--- config.mk ---
export PLATFORM = sky130hd
export DESIGN_NAME = rdp_top
export DESIGN_NICKNAME = d
export VERILOG_FILES = /design/src/rtl/rdp_pkg.sv /design/src/rtl/rdp_ctrl.sv /design/src/rtl/rdp_alu.sv /design/src/rtl/rdp_datapath.sv /design/src/rtl/rdp_top.sv
export SDC_FILE = /design/constraint.sdc
export NUM_CORES = 1
export LEC_CHECK = 0
export BUFFER_PORTS_ARGS = -buffer_cell sky130_fd_sc_hd__buf_2
export CELL_PAD_IN_SITES_DETAIL_PLACEMENT = 1
export CELL_PAD_IN_SITES_GLOBAL_PLACEMENT = 2
export CORE_MARGIN = 3
export CORE_UTILIZATION = 30
export DETAILED_ROUTE_END_ITERATION = 6
export GPL_TIMING_DRIVEN = 0
export HOLD_SLACK_MARGIN = 0.1
export MAX_ROUTING_LAYER = met4
export PLACE_DENSITY_LB_ADDON = 0.3
export SETUP_SLACK_MARGIN = 0.5
export SLEW_MARGIN = 20
export SYNTH_ARGS = -nofsm -noshare
export SYNTH_HDL_FRONTEND = slang
export SYNTH_SLANG_ARGS = --single-unit
--- constraint.sdc ---
create_clock -name clk -period 3.96 [get_ports clk]
set_clock_uncertainty 0.2 [all_clocks]
set_input_delay 0.396 -clock clk [delete_from_list [all_inputs] [get_ports clk]]
set_output_delay 0.396 -clock clk [all_outputs]
set_load 0.05 [all_outputs]
--- src/rtl/rdp_pkg.sv ---
package rdp_pkg;
  localparam int SEL_W = 3;
  localparam int OPR_W = 5;
  localparam int CW_W = 3 * SEL_W + OPR_W;
  localparam int NUM_REGS = (1 << SEL_W) - 1;

  typedef enum logic [OPR_W-1:0] {
    OP_PASS = 5'b00000,
    OP_INC  = 5'b00001,
    OP_ADD  = 5'b00010,
    OP_SUB  = 5'b00101,
    OP_DEC  = 5'b00110,
    OP_AND  = 5'b01000,
    OP_OR   = 5'b01010,
    OP_XOR  = 5'b01100,
    OP_NOT  = 5'b01110,
    OP_SHR  = 5'b10000,
    OP_SHL  = 5'b11000
  } aluOp_e;

  typedef struct packed {
    logic [SEL_W-1:0]    srcA;
    logic [SEL_W-1:0]    srcB;
    logic [NUM_REGS-1:0] loadEn;
    logic [OPR_W-1:0]    op;
  } dpStrobes_t;
endpackage

--- src/rtl/rdp_ctrl.sv ---
module rdp_ctrl
  import rdp_pkg::*;
(
  input  logic [CW_W-1:0] ctrlWord,
  output dpStrobes_t      strobes
);
  localparam int A_LSB = 2 * SEL_W + OPR_W;
  localparam int B_LSB = SEL_W + OPR_W;
  localparam int D_LSB = OPR_W;

  logic [SEL_W-1:0]    selD;
  logic [NUM_REGS-1:0] loadVec;

  assign selD = ctrlWord[D_LSB +: SEL_W];

  for (genvar i = 0; i < NUM_REGS; i++) begin : g_dec
    assign loadVec[i] = (selD == SEL_W'(i + 1));
  end

  always_comb begin
    strobes.srcA   = ctrlWord[A_LSB +: SEL_W];
    strobes.srcB   = ctrlWord[B_LSB +: SEL_W];
    strobes.loadEn = loadVec;
    strobes.op     = ctrlWord[OPR_W-1:0];
  end
endmodule

--- src/rtl/rdp_alu.sv ---
module rdp_alu
  import rdp_pkg::*;
#(
  parameter int DATA_W = 8
) (
  input  logic [OPR_W-1:0]  op,
  input  logic [DATA_W-1:0] opA,
  input  logic [DATA_W-1:0] opB,
  output logic [DATA_W-1:0] result
);
  always_comb begin
    case (op)
      OP_PASS: result = opA;
      OP_INC:  result = opA + DATA_W'(1);
      OP_ADD:  result = opA + opB;
      OP_SUB:  result = opA - opB;
      OP_DEC:  result = opA - DATA_W'(1);
      OP_AND:  result = opA & opB;
      OP_OR:   result = opA | opB;
      OP_XOR:  result = opA ^ opB;
      OP_NOT:  result = ~opA;
      OP_SHR:  result = {1'b0, opA[DATA_W-1:1]};
      OP_SHL:  result = {opA[DATA_W-2:0], 1'b0};
      default: result = '0;
    endcase
  end
endmodule

--- src/rtl/rdp_datapath.sv ---
module rdp_datapath
  import rdp_pkg::*;
#(
  parameter int DATA_W = 8
) (
  input  logic                         clk,
  input  logic                         rst_n,
  input  dpStrobes_t                   strobes,
  input  logic [DATA_W-1:0]            inBus,
  output logic [DATA_W-1:0]            aluOut,
  output logic [NUM_REGS*DATA_W-1:0]   regsFlat
);
  localparam int SRC_N = 1 << SEL_W;

  logic [DATA_W-1:0] regFile [NUM_REGS];
  logic [DATA_W-1:0] srcTbl  [SRC_N];
  logic [DATA_W-1:0] busA;
  logic [DATA_W-1:0] busB;

  assign srcTbl[0] = inBus;

  for (genvar i = 0; i < NUM_REGS; i++) begin : g_reg
    always_ff @(posedge clk or negedge rst_n) begin
      if (!rst_n) begin
        regFile[i] <= '0;
      end else if (strobes.loadEn[i]) begin
        regFile[i] <= aluOut;
      end
    end
    assign srcTbl[i+1]                 = regFile[i];
    assign regsFlat[i*DATA_W +: DATA_W] = regFile[i];
  end

  assign busA = srcTbl[strobes.srcA];
  assign busB = srcTbl[strobes.srcB];

  rdp_alu #(.DATA_W(DATA_W)) u_alu (
    .op     (strobes.op),
    .opA    (busA),
    .opB    (busB),
    .result (aluOut)
  );
endmodule

--- src/rtl/rdp_top.sv ---
module rdp_top
  import rdp_pkg::*;
#(
  parameter int DATA_W = 8
) (
  input  logic                       clk,
  input  logic                       rst_n,
  input  logic [CW_W-1:0]            ctrlWord,
  input  logic [DATA_W-1:0]          inBus,
  output logic [DATA_W-1:0]          aluOut,
  output logic [NUM_REGS*DATA_W-1:0] regsFlat
);
  dpStrobes_t strobes;

  rdp_ctrl u_ctrl (
    .ctrlWord (ctrlWord),
    .strobes  (strobes)
  );

  rdp_datapath #(.DATA_W(DATA_W)) u_dp (
    .clk      (clk),
    .rst_n    (rst_n),
    .strobes  (strobes),
    .inBus    (inBus),
    .aluOut   (aluOut),
    .regsFlat (regsFlat)
  );
endmodule

* Word level (Yosys, flattened, before mapping)
Cells that the tools add are included.
** Storage, ports and cells
- Input bits :: 24
- Output and inout bits :: 64
- Register bits after elaboration :: 56
- Logic and storage cells :: 44
** Operators by class
- Add/subtract/negate cells :: 4
- Bitwise operators :: 6
- Multiplexer cells :: 7
- Magnitude comparators :: 2
- Equal/unequal tests :: 17
- Reduce and logical (&&, ||, !) cells :: 1
** Operators with widths (count)
- $pmux 8 s11 :: 1
- $bmux 8 s3 :: 2
- $mux 8 :: 4
- $eq 5x4->1 const B :: 4
- $eq 3x3->1 const B :: 4
- $eq 5x3->1 const B :: 2
- $eq 5x5->1 const B :: 2
- $add 8x1->8 const B :: 1
- $add 8x8->8 :: 1
- $and 8x8->8 :: 1
- $ge 4x4->1 const B :: 2
- $not 3->4 :: 2
- $not 8->8 :: 1
- $or 8x8->8 :: 1
- $sub 8x1->8 const B :: 1
- $sub 8x8->8 :: 1
- $xor 8x8->8 :: 1
- $eq 3x2->1 const B :: 2
- $eq 5x1->1 const B :: 1
- $eq 5x2->1 const B :: 1
- $logic_not 5->1 :: 1
- $eq 3x1->1 const B :: 1

* Longest topological paths before layout
- Depth in word-level cells :: 6
- Gate-level depth with buffers :: 19
- Mapped depth without buffers :: 16

* Cells and area by module
From an unflattened synthesis, not the netlist that was laid out.
** Unflattened totals
- Cells, all modules :: 399
- Area, all modules :: 4611.9 um^2
** Modules (own cells, without submodules)
- rdp_datapath :: seq. area each 1401.3 um^2, times used 1, cells each 177, area an instance 3155.5 um^2
- rdp_alu :: seq. area each 0.0 um^2, times used 1, cells each 204, area an instance 1313.8 um^2
- rdp_ctrl :: seq. area each 0.0 um^2, times used 1, cells each 18, area an instance 142.6 um^2

* Worst setup path before layout
No wires, ideal clock.
- Path kind :: input-to-output
- From :: input ctrlWord[9]
- To :: output aluOut[7]
- Path buffers :: 3
- Stages on the path :: 16
- Slack :: -1.328 ns
- Required time :: 3.364 ns
- Arrival :: 4.692 ns
- Cell sequence :: buf_2 > buf_2 > mux4_2 > nor2_1 > or2_2 > ha_1 > a31o_2 > a211oi_1 > ha_1 > and3_1 > a21oi_1 > nand3_1 > and3_1 > or2_2 > clkbuf_1 > o311ai_1
** On the way
- Longest elaborated chain between the ends :: 6
- Elaborated cells between the ends (all ways) :: 10
- Those cells by class :: add/sub: 2; mux: 4; bitwise: 4
** RTL lines
- start, declared :: RTL line rdp_top.sv:8 : input logic [CW_W-1:0] ctrlWord,
- $not 3->4 (not written as such) * :: RTL line rdp_datapath.sv:35 : assign busB = srcTbl[strobes.srcB];
- $bmux 8 s3 * :: RTL line rdp_datapath.sv:35
- $mux 8 (not written as such) * (2 in a row) :: RTL line rdp_datapath.sv:35
- $sub 8x8->8, or another cell as far along :: RTL line rdp_alu.sv:16 : OP_SUB: result = opA - opB;
- $pmux 8 s11 * :: RTL line rdp_alu.sv:12 : case (op)
- end, declared :: RTL line rdp_top.sv:10 : output logic [DATA_W-1:0] aluOut,
Mark *: on every way between the ends. The rest lies on a longest branch, timed or not. The select of a mux whose other input is x is not followed.

* Worst setup path after layout
- From :: register u_dp.regFile (netlist bit u_dp.regsFlat[49])
- To :: output aluOut[7]
** On the way
- Longest elaborated chain between the ends :: 5
- Elaborated cells between the ends (all ways) :: 11
- Those cells by class :: add/sub: 4; mux: 7
** RTL lines
- start, declared :: RTL line rdp_datapath.sv:15 : logic [DATA_W-1:0] regFile [NUM_REGS];
- start signal, assigned by index :: RTL line rdp_datapath.sv:27 : regFile[i] <= aluOut;
- $bmux 8 s3 (on tied branches) :: RTL line rdp_datapath.sv:34, rdp_datapath.sv:35
- $mux 8 (on tied branches) (2 in a row) :: RTL line rdp_datapath.sv:34, rdp_datapath.sv:35
- $sub 8x1->8, or another cell as far along :: RTL line rdp_alu.sv:17 : OP_DEC: result = opA - DATA_W'(1);
- $pmux 8 s11 * :: RTL line rdp_alu.sv:12
Marked as above.

==> metrics.md <==
| Metric | Value |
|---|---|
| Routed vias/inst | `~5.5` |
| Leakage power | `~2.9 nW` |
| VDD IR max | `about 0.00033 V` |
| Logic gate share of total power | `53.0%` |
| CTS H-tree lvls | `2` |
| Syn nets | `508` |
| Yosys top cell by area | `dfrtp_1` |
| Synth cell count leaders | `dfrtp_1, nand2_1, nor2_1, o21ai_1, mux4_2` |
| HPWL Detailed | `approximately 12000 um` |
| Die area | `0.01616 sq mm` |
| Dpl ws | `-955.3 ps` |
| Post-route cell area | `roughly 0.0064 sq mm` |
| Final setup margin | `-565.2 ps` |
| R2r setup slk | `-180 ps` |
| Part of the power in registers | `about 28%` |
| First-pass GRT wire length | `between 20000 and 30000 um` |
| Crit path time final | `~4500 ps` |
| CP startpoint | `u_dp.regsFlat[49]` |
| Most frequent cell after synthesis | `dfrtp_1` |
| Syn_area_per_cell | `9.590 sq um` |
| DRC | `0` |
| # port buffers | `81` |
| Most used DFF post-synth | `dfrtp_1` |
| Clk_lat worst skew | `around 300 ps` |
| Clock power share | `19.6%` |
| Async S/R FF share, synth | `between 90% and 100%` |
| Pin count of the biggest net entering global routing | `between 50 and 60` |
| Unrepaired setup endpoints after global routing | `true` |
| Cells after Synth | `around 460` |
| Post-synth EDFFs | `0` |
| DRT Pass-1 Iters | `4` |
| Slew HR | `between 20% and 30%` |
| Power density cells | `about 440 mW/mm^2` |
| Run status | `complete, but fails checks` |
| Placed instance count | `721` |
| N_diodes | `0` |
| CP required | `roughly 3400 ps` |
| CP Launch Type | `flip-flop` |
| Synth top area cells | `dfrtp_1, mux4_2, ha_1` |
| Highest Clock Rate | `0.2210 GHz` |
| Via count | `about 4300` |
| Clk slew on worst S/H paths | `around 70 ps` |
| Final WL | `between 15000 and 20000 um` |
| Final setup fails | `35` |
| Total global-route track usage | `between 20% and 30%` |
| # nets final | `around 650` |
| Antenna viol nets, final | `0` |
| Area grow syn2layout | `45.94%` |
| Sequential share of the synthesized area | `a little under a third` |
| Worst Path Max Fanout | `3` |
| Clock buffer count from CTS | `5` |
| Hold path cells | `2` |
| Violations in the final reports | `setup timing` |
| Wire length per cell | `around 22 um` |
| Worst Setup EP | `aluOut[7]` |
| Final period utilization | `114.3%` |
| Share of layout cells above drive strength 1 | `50.66%` |
| Finished Layout Cells | `784` |
| Final Max Slew Viols | `0` |
| Synth cell types | `60` |
| Die W | `127.1 um` |
| Initial core utilization | `~31%` |
| Number of global-route vias before repair | `around 4600` |
| Reg2reg start | `u_dp.regsFlat[49]` |
| Clock buffer depth | `2` |
| TritonCTS clock tree | `done` |
| Root Driver | `clkbuf_16` |
| CTS sink cnt | `56` |
| CP Capture Type | `primary output` |
| R2R cell count | `19` |
| Ys Warns | `0` |
| Reg2reg end | `u_dp.regsFlat[15]` |
| Fin Hold WS | `between 300 and 400 ps` |
| #FFs+latches synth | `between 50 and 60` |
| Number of cell rows | `43` |
| Die Ht | `between 100 and 150 um` |
| # Max-Cap Violations | `0` |
| Yosys top cell area share | `a little under a third` |
| Placed cell area | `0.005209 sq mm` |
| Internal Power | `roughly 1.6 mW` |
| Hold crit path type | `flip-flop to flip-flop` |
| Initial antenna violation count | `0` |
| # IOs | `about 90` |
| Switch Pwr | `1.256 mW` |
| Core area | `between 0.01 and 0.015 sq mm` |
| Endpoints failing hold | `0` |
| Switching Fraction | `~45%` |
| Post-route total power | `between 2 and 3 mW` |
| Crit path kind | `flip-flop to primary output` |
| Initial DRC count | `228` |
| Syn Std Cell Area | `0.004402 sq mm` |
| Routability cong. | `0.8774` |
| Crit path DAT | `between 3000 and 4000 ps` |
| Max FFs per register | `56` |
| GRT overflow | `0` |
| Measured slew at the worst slew-check pin | `~1000 ps` |
==> timing repair <==
action,CTS,global route
pin swaps,33,32
hold buffers,1,0
endpoints found under the setup margin,57,57
resized for setup,76,64
endpoints found under the hold margin,56,0
buffers inserted,33,21
==> cells by family after synthesis <==
logic type               synth area share (%)
flip-flops                              31.84
XOR/XNOR                                1.194
multiplexers                            21.38
buffers and inverters                   4.860
AND/OR/NAND/NOR                         16.37
AO/OA/AOI/OAI                           17.08
adder cells (fa/ha/maj)                 7.277
==> power groups by stage <==
stage          Combinational [mW]  Clock [mW]  Sequential [mW]
3_3_place_gp                 1.15           0            0.782
2_1_floorplan               0.548           0             1.09
6_report                     1.49       0.551            0.774
5_1_grt                      1.59       0.582            0.788
4_1_cts                      1.36       0.558            0.774
3_5_place_dp                 1.17           0            0.791
==> how the worst min path moves through the flow <==
stage / start / end / slack [ps]
after floorplan: rst_n / u_dp.regsFlat[0] / -100
after global placement: u_dp.regsFlat[43] / u_dp.regsFlat[43] / 300
after detailed placement: rst_n / u_dp.regsFlat[54] / 310
after CTS: u_dp.regsFlat[51] / u_dp.regsFlat[51] / 340
after global routing: u_dp.regsFlat[51] / u_dp.regsFlat[51] / 360
final: u_dp.regsFlat[51] / u_dp.regsFlat[51] / 330
==> layout by cell type, fill, tap and decap left out, types with 9 or more instances in the layout <==
cell	count
buf_2	74
nand2_1	48
dfrtp_1	45
nor2_1	43
buf_4	41
mux4_2	29
ha_1	20
o21ai_1	19
o21ai_2	15
a21oi_1	14
clkbuf_1	13
inv_1	13
buf_6	13
a21oi_2	12
buf_8	11
mux2i_1	11
inv_2	11
o211ai_1	11
dfrtp_2	11
nand3_1	9
==> critical path, stage by stage, from the launching register on <==
cell       delay [ps]
dfrtp_2           400
mux4_2            480
nand2b_4          170
and2_4            150
inv_4              60
ha_4              190
a221o_1           330
inv_1              70
ha_1              210
nor2b_4           140
o2111ai_2         230
nand3_2           140
and3_4            210
or2_4             230
clkbuf_16         150
o211ai_1          130
o311ai_4          150
buf_6             200
==> final cells by class <==
class / instances / area, sq um
fillers: 1581 / 7672
multi-input cells: 353 / 3317
flip-flops and latches: 56 / 1415
repair buffers: 137 / 1008
well taps: 180 / 225.2
plain buffers: 23 / 168.9
clock buffers: 7 / 152.6
inverters: 27 / 106.4
clock inverters: 1 / 30.03
==> stage by stage <==
stage	util [%]	TNS, ps
finish	45.57	-5549
global route	45.57	-12150
CTS	42.47	-3516
detailed placement	36.95	-24190
global placement	36.80	-28050
floorplan	-	-856.5
==> metal layers <==
layer	GRT usage [%]	up-vias	wire length, um
met4	8.770	0	600
met2	34.12	96	8348
li1	-	1980	-
met5	-	-	0
met3	2.258	29	539
met1	29.00	2183	7702
(Power assumes the default switching activity.)
